### config.mk
export PLATFORM = sky130hd
export DESIGN_NAME = lsb_bridge
export DESIGN_NICKNAME = d
export VERILOG_FILES = /design/src/rtl/lsb_pkg.sv /design/src/rtl/lsb_decode.sv /design/src/rtl/lsb_inbound.sv /design/src/rtl/lsb_outbound.sv /design/src/rtl/lsb_ram.sv /design/src/rtl/lsb_bridge.sv
export SDC_FILE = /design/constraint.sdc
export NUM_CORES = 2
export LEC_CHECK = 0
export BUFFER_PORTS_ARGS = -buffer_cell sky130_fd_sc_hd__buf_4
export CORE_MARGIN = 1
export CORE_UTILIZATION = 40
export DETAILED_ROUTE_END_ITERATION = 8
export SLEW_MARGIN = 40
export SYNTH_ARGS = -nofsm -noshare
export SYNTH_HDL_FRONTEND = slang
export SYNTH_SLANG_ARGS = --single-unit
export TNS_END_PERCENT = 20
### constraint.sdc
create_clock -name clk -period 4.2 [get_ports clk]
set_input_delay 0.63 -clock clk [delete_from_list [all_inputs] [get_ports clk]]
set_output_delay 0.63 -clock clk [all_outputs]
set_load 0.01 [all_outputs]
### src/rtl/lsb_pkg.sv
package lsb_pkg;
  typedef enum logic [1:0] {
    OB_IDLE = 2'd0,
    OB_BUSY = 2'd1,
    OB_GAP  = 2'd2
  } ob_state_e;

  localparam logic [1:0] SHOW_NONE = 2'd0;
  localparam logic [1:0] SHOW_ALL  = 2'd1;
  localparam logic [1:0] SHOW_WR   = 2'd2;
endpackage

### src/rtl/lsb_decode.sv
module lsb_decode #(
  parameter int AW     = 16,
  parameter int RAM_AW = 6,
  parameter int NSEL   = 4,
  parameter int SEL_AW = 4
) (
  input  logic            valid,
  input  logic [AW-1:0]   addr,
  input  logic [AW-1:0]   win_base,
  output logic            hit_ram,
  output logic            in_win,
  output logic [NSEL-1:0] mod_sel
);
  localparam logic [AW:0] WIN_SPAN = (AW+1)'(NSEL) << SEL_AW;

  logic [AW-1:0] offset;

  assign hit_ram = (addr[AW-1:RAM_AW] == '0);
  assign offset  = addr - win_base;
  assign in_win  = !hit_ram && ({1'b0, offset} < WIN_SPAN);

  for (genvar k = 0; k < NSEL; k++) begin : g_sel
    assign mod_sel[k] = valid && in_win && ((offset >> SEL_AW) == AW'(k));
  end
endmodule

### src/rtl/lsb_inbound.sv
module lsb_inbound (
  input  logic clk,
  input  logic rst_n,
  input  logic sin_valid,
  input  logic prot_set,
  output logic in_go,
  output logic sin_ready,
  output logic sin_retry,
  output logic sin_err,
  output logic prot_lock
);
  logic prev_q;
  logic lock_q;

  assign in_go     = sin_valid && !prev_q;
  assign sin_ready = in_go;
  assign sin_retry = sin_valid && prev_q;
  assign sin_err   = in_go && lock_q;
  assign prot_lock = lock_q;

  always_ff @(posedge clk or negedge rst_n) begin
    if (!rst_n) begin
      prev_q <= 1'b0;
      lock_q <= 1'b0;
    end else begin
      prev_q <= in_go;
      lock_q <= lock_q || prot_set;
    end
  end
endmodule

### src/rtl/lsb_outbound.sv
module lsb_outbound import lsb_pkg::*; #(
  parameter int AW = 16,
  parameter int DW = 32
) (
  input  logic          clk,
  input  logic          rst_n,
  input  logic          launch,
  input  logic [AW-1:0] l_addr,
  input  logic          l_we,
  input  logic [DW-1:0] l_wdata,
  input  logic          sout_ready,
  output logic          sout_valid,
  output logic [AW-1:0] sout_addr,
  output logic          sout_we,
  output logic [DW-1:0] sout_wdata,
  output logic          busy,
  output logic          done
);
  ob_state_e state_q;

  assign busy       = (state_q == OB_BUSY);
  assign sout_valid = busy;
  assign done       = busy && sout_ready;

  always_ff @(posedge clk or negedge rst_n) begin
    if (!rst_n) begin
      state_q    <= OB_IDLE;
      sout_addr  <= '0;
      sout_we    <= 1'b0;
      sout_wdata <= '0;
    end else begin
      case (state_q)
        OB_BUSY: if (sout_ready) state_q <= OB_GAP;
        default: begin
          if (launch) begin
            state_q    <= OB_BUSY;
            sout_addr  <= l_addr;
            sout_we    <= l_we;
            sout_wdata <= l_wdata;
          end else begin
            state_q <= OB_IDLE;
          end
        end
      endcase
    end
  end
endmodule

### src/rtl/lsb_ram.sv
module lsb_ram #(
  parameter int RAM_AW = 6,
  parameter int DW     = 32
) (
  input  logic              clk,
  input  logic              rst_n,
  input  logic              we,
  input  logic [RAM_AW-1:0] addr,
  input  logic [DW-1:0]     wdata,
  output logic [DW-1:0]     rdata
);
  localparam int WORDS = 1 << RAM_AW;

  logic [DW-1:0] mem [WORDS];

  assign rdata = mem[addr];

  always_ff @(posedge clk or negedge rst_n) begin
    if (!rst_n) begin
      for (int i = 0; i < WORDS; i++) mem[i] <= '0;
    end else if (we) begin
      mem[addr] <= wdata;
    end
  end
endmodule

### src/rtl/lsb_bridge.sv
module lsb_bridge import lsb_pkg::*; #(
  parameter int AW     = 16,
  parameter int DW     = 32,
  parameter int RAM_AW = 6,
  parameter int NSEL   = 4,
  parameter int SEL_AW = 4
) (
  input  logic              clk,
  input  logic              rst_n,
  input  logic              lreq_valid,
  output logic              lreq_ready,
  input  logic [AW-1:0]     lreq_addr,
  input  logic              lreq_we,
  input  logic [DW-1:0]     lreq_wdata,
  output logic [DW-1:0]     lreq_rdata,
  input  logic              sin_valid,
  output logic              sin_ready,
  output logic              sin_retry,
  output logic              sin_err,
  input  logic [RAM_AW-1:0] sin_addr,
  input  logic              sin_we,
  input  logic [DW-1:0]     sin_wdata,
  output logic [DW-1:0]     sin_rdata,
  output logic              sout_valid,
  input  logic              sout_ready,
  output logic [AW-1:0]     sout_addr,
  output logic              sout_we,
  output logic [DW-1:0]     sout_wdata,
  input  logic [DW-1:0]     sout_rdata,
  input  logic [AW-1:0]     win_base,
  output logic [NSEL-1:0]   mod_sel,
  input  logic [1:0]        show_mode,
  output logic              show_valid,
  output logic [AW-1:0]     show_addr,
  output logic              show_we,
  output logic [DW-1:0]     show_data,
  input  logic              prot_set,
  output logic              prot_lock
);
  logic              hit_ram, in_win, in_go;
  logic              l_ram_ok, launch, ob_busy, ob_done;
  logic              ram_we, show_take;
  logic [RAM_AW-1:0] ram_addr;
  logic [DW-1:0]     ram_wdata, ram_rdata;

  lsb_decode #(.AW(AW), .RAM_AW(RAM_AW), .NSEL(NSEL), .SEL_AW(SEL_AW)) u_dec (
    .valid(lreq_valid), .addr(lreq_addr), .win_base(win_base),
    .hit_ram(hit_ram), .in_win(in_win), .mod_sel(mod_sel)
  );

  lsb_inbound u_in (
    .clk(clk), .rst_n(rst_n), .sin_valid(sin_valid), .prot_set(prot_set),
    .in_go(in_go), .sin_ready(sin_ready), .sin_retry(sin_retry),
    .sin_err(sin_err), .prot_lock(prot_lock)
  );

  // inbound accept wins the RAM and blocks any local start this cycle
  assign l_ram_ok = lreq_valid && hit_ram && !in_go && !ob_busy;
  assign launch   = lreq_valid && !hit_ram && !in_win && !in_go && !ob_busy;

  lsb_outbound #(.AW(AW), .DW(DW)) u_out (
    .clk(clk), .rst_n(rst_n), .launch(launch),
    .l_addr(lreq_addr), .l_we(lreq_we), .l_wdata(lreq_wdata),
    .sout_ready(sout_ready), .sout_valid(sout_valid), .sout_addr(sout_addr),
    .sout_we(sout_we), .sout_wdata(sout_wdata), .busy(ob_busy), .done(ob_done)
  );

  assign ram_addr  = in_go ? sin_addr : lreq_addr[RAM_AW-1:0];
  assign ram_we    = in_go ? (sin_we && !prot_lock) : (l_ram_ok && lreq_we);
  assign ram_wdata = in_go ? sin_wdata : lreq_wdata;

  lsb_ram #(.RAM_AW(RAM_AW), .DW(DW)) u_ram (
    .clk(clk), .rst_n(rst_n), .we(ram_we), .addr(ram_addr),
    .wdata(ram_wdata), .rdata(ram_rdata)
  );

  assign sin_rdata  = prot_lock ? '0 : ram_rdata;
  assign lreq_ready = l_ram_ok || ob_done;
  assign lreq_rdata = ob_busy ? sout_rdata : ram_rdata;

  assign show_take = l_ram_ok &&
                     ((show_mode == SHOW_ALL) || ((show_mode == SHOW_WR) && lreq_we));

  always_ff @(posedge clk or negedge rst_n) begin
    if (!rst_n) begin
      show_valid <= 1'b0;
      show_addr  <= '0;
      show_we    <= 1'b0;
      show_data  <= '0;
    end else begin
      show_valid <= show_take;
      if (show_take) begin
        show_addr <= lreq_addr;
        show_we   <= lreq_we;
        show_data <= lreq_we ? lreq_wdata : ram_rdata;
      end
    end
  end
endmodule

==> summary.txt <==
Yosys
  • Avg Cell Area, Syn: 9.64 um^2
  • #FFs+latches synth: 2151
  • Yosys warns: 0
  • Post-Syn Instances: 9736
  • Asr flop ratio synth: 1.00
  • Post-Syn Area: 93900 um^2
  • Synthesized Nets: 9894
  • Post-synthesis sequential area ratio: 0.573
  • Main synth FF type: dfrtp_1
  • Post-synth EDFFs: 0
  • Synth unique cells: 86

STA
  • Clock skew: 0.0293 ns
  • Hold slack: 0.0474 ns
  • Tmin final: 5.28 ns
  • Worst Tran Pin Value: 0.941 ns
  • Achievable frequency: 0.190 GHz
  • Final hold vios: 0
  • Final cycle utilization of the critical path: 1.26
  • Fin Setup TNS: -49.83 ns
  • RSZ-0062 raised after global routing: yes
  • Final worst slack: -1.08 ns
  • Slew HR: 0.366
  • Max Transition Viols Final: 0
  • # setup viols final: 68

Route
  • Vias/cell: 6.09
  • Detailed-router iteration count before antenna repair: 9
  • Initial DRC count: 12100
  • DRC Markers: 18
  • Routed wire length: 408000 um
  • Antenna-violating nets left: 0
  • Wire length per cell: 29.7 um
  • Vias post-DR: 83800

Flow run
  • Max Cap Violations: 0

Power
  • Sequential power share: 0.447
  • Max VDD drop: 0.000448 V
  • Static leakage: 54.4 nW
  • Clock power share: 0.425
  • Sw Share: 0.267
  • Comb pwr share: 0.128
  • Internal power: 34.5 mW
  • Sw power: 12.6 mW
  • PwrDens: 400 nW/um^2

Placement
  • I/O Buffers: 316
  • GPL Wtd Cong: 0.950
  • Dpl cells: 13200
  • DP HPWL: 267000 um

Setup path
  • CP most frequent cell: buf_4
  • Worst path arrival time: 4.65 ns
  • Buffers & Inverters on Critical Path: 5
  • Crit path to: lreq_rdata[12]
  • CP startpoint kind: flip-flop
  • Critical path origin: u_in.prev_q
  • R2R depth: 15
  • CP top delay family: buffers and inverters
  • Slowest stage cell on the critical path: nor2_4
  • RR Startpoint: u_in.prev_q
  • Critical path class: flip-flop to output pin
  • Worst Path Max Fanout: 9
  • Crit end category: output pin
  • Data required, critical path: 3.57 ns
  • R2R Setup Slk: 0.48 ns
  • RR Endpoint: show_data[14]
  • Crit path largest cell delay: 0.60 ns
  • Critical Path, Cell by Cell: nand2b_4 -> clkinv_8 -> mux2_8 -> buf_12 -> nor2_4 -> buf_4 -> a22o_1 -> nor4_1 -> o22ai_2 -> nor4_4 -> buf_4 -> a21oi_1 -> buf_4
  • Number of cells on the critical path: 13

GRT
  • First-pass GRT wire length: 579000 um
  • Initial antenna violation count: 22
  • Remaining Overflow, GRT: 0
  • Total GRT Usage: 0.337
  • Number of global-route vias before repair: 79800
  • Largest net degree at the start of global routing: 128

Run status
  • Status: complete, but fails checks
  • Failing checks: DRC, setup timing

Clock tree
  • Htree depth: 4
  • Root Driver: clkbuf_16
  • Clock tree from TritonCTS: done
  • CTS clock-pin slew for the worst setup and hold paths: 0.06 ns
  • Bufs on Longest Clock Path: 3
  • Clock latency at the later pin of the worst-skew pair: 0.89 ns
  • CTS buffer count: 214
  • Clock Sinks: 2151

Layout
  • Filler cells: 20800
  • Final #Nets: 10600
  • Fin cells: 13800
  • Share of post-route cells with drive strength above 1: 0.204
  • Syn-to-layout area delta: 25.6%

Floorplan
  • Initial core utilization: 0.403
  • CORE AREA: 233000 um^2
  • Die Ht: 486 um
  • Row count: 177
  • # IOs: 317
  • Die extent in x: 486 um
  • Die area: 237000 um^2

Min path
  • Hold path start: lreq_wdata[10]
  • Hold Crit Class: input pin to flip-flop
[how the worst min path moves through the flow]
| stage | end | slack (ns) | cells after the start |
|---|---|---|---|
| after floorplan | show_addr[0] | 0.33 | 0 |
| after global placement | show_addr[0] | 0.46 | 2 |
| after detailed placement | show_addr[3] | 0.47 | 2 |
| after CTS | u_out.sout_addr[13] | 0.0007 | 2 |
| after global routing | u_out.sout_addr[13] | 0.03 | 2 |
| final | u_out.sout_wdata[10] | 0.05 | 2 |
[per-layer routing]
metal / GRT usage / wire [um] / up-vias
met1: 0.448 / 158000 / 41900
met3: 0.0888 / 48400 / 1096
met5: 0 / 149 / -
met4: 0.170 / 23000 / 22
li1: - / - / 35500
met2: 0.508 / 179000 / 5253
[cell usage after synthesis (18+ instances only)]
master,n,area share
mux2i_1,355,0.038
dfrtp_1,2151,0.57
a211oi_1,18,0.0014
nor2_1,2227,0.089
mux2_2,77,0.0092
a22oi_1,202,0.016
o21ai_0,182,0.0097
a221o_1,21,0.0022
a221oi_1,129,0.012
a21oi_1,2282,0.12
and3_1,39,0.0026
a222oi_1,85,0.0091
a22o_1,80,0.0075
buf_1,29,0.0012
buf_2,371,0.020
nand2_1,307,0.012
nor4_1,19,0.0013
o31ai_1,21,0.0017
inv_1,26,0.0010
clkbuf_1,495,0.020
o221ai_1,29,0.0027
o22ai_1,185,0.012
nor3_1,27,0.0014
nand3_1,34,0.0018
nor2_2,53,0.0035
[cells in the final DEF (no fill, tap or decap), drive strengths merged, types with 32 or more instances in the layout]
| master | count |
|---|---|
| dfrtp | 2151 |
| a22oi | 202 |
| a222oi | 85 |
| nand3 | 34 |
| o22ai | 185 |
| a22o | 80 |
| buf | 1373 |
| clkbuf | 325 |
| nor2 | 2281 |
| a21oi | 2282 |
| clkinv | 42 |
| nor3 | 34 |
| nand2 | 313 |
| a221oi | 129 |
| mux2 | 86 |
| o21ai | 192 |
| inv | 32 |
| mux2i | 357 |
| and3 | 39 |
[repair_timing]
action / CTS / global route
gates resized for setup: 209 / 183
hold buffers: 26 / 0
setup buffers: 41 / 68
endpoints found under the hold margin: 71 / 0
pin swaps: 61 / 53
cloned: 2 / 5
endpoints found under the setup margin: 67 / 68
[final cells by class]
type	instances	area (um^2)	share of cell area
well taps	3132	3920	0.0332
repair buffers	1403	14500	0.123
flip-flops and latches	2151	53800	0.457
diodes	12	30.0	0.000255
multi-input cells	6636	38300	0.325
clock buffers	322	6390	0.0542
clock inverters	71	870	0.00738
inverters	27	114	0.000966
[through the flow]
step | instance area [um^2] | util | worst slack [ns] | power (mW)
after floorplan | 93900 | - | 0.709 | 23.3
after global placement | 107000 | 0.461 | -1.36 | 26.8
after detailed placement | 107000 | 0.461 | -1.01 | 26.9
after CTS | 116000 | 0.499 | -0.956 | 46.9
after global routing | 118000 | 0.506 | -1.04 | 48.2
final | 118000 | 0.506 | -1.08 | 47.1
[sequential cells by signal (all words and copies together) (netlist names), 2 cells and up]
register          cells
u_out.sout_wdata     32
u_out.sout_addr      16
show_data            32
u_out.state_q         2
show_addr            16
u_ram.mem          2048
[power groups by stage]
stage	Combinational (mW)	Sequential, mW	Clock (mW)
after floorplan	1.87	21.5	0
after global placement	5.42	21.4	0
after detailed placement	5.45	21.4	0
after CTS	5.65	21.0	20.2
after global routing	6.14	21.1	21.0
final	6.03	21.1	20.1
[kinds of logic after synthesis]
family | Yosys count | synth area share
compound gates | 3362 | 0.208
simple gates | 2794 | 0.120
flops | 2151 | 0.573
buf+inv | 951 | 0.0447
mux | 452 | 0.0511
fa+ha+maj | 14 | 0.00187
xor+xnor | 12 | 0.00112
Power figures use the tool's default switching activity.
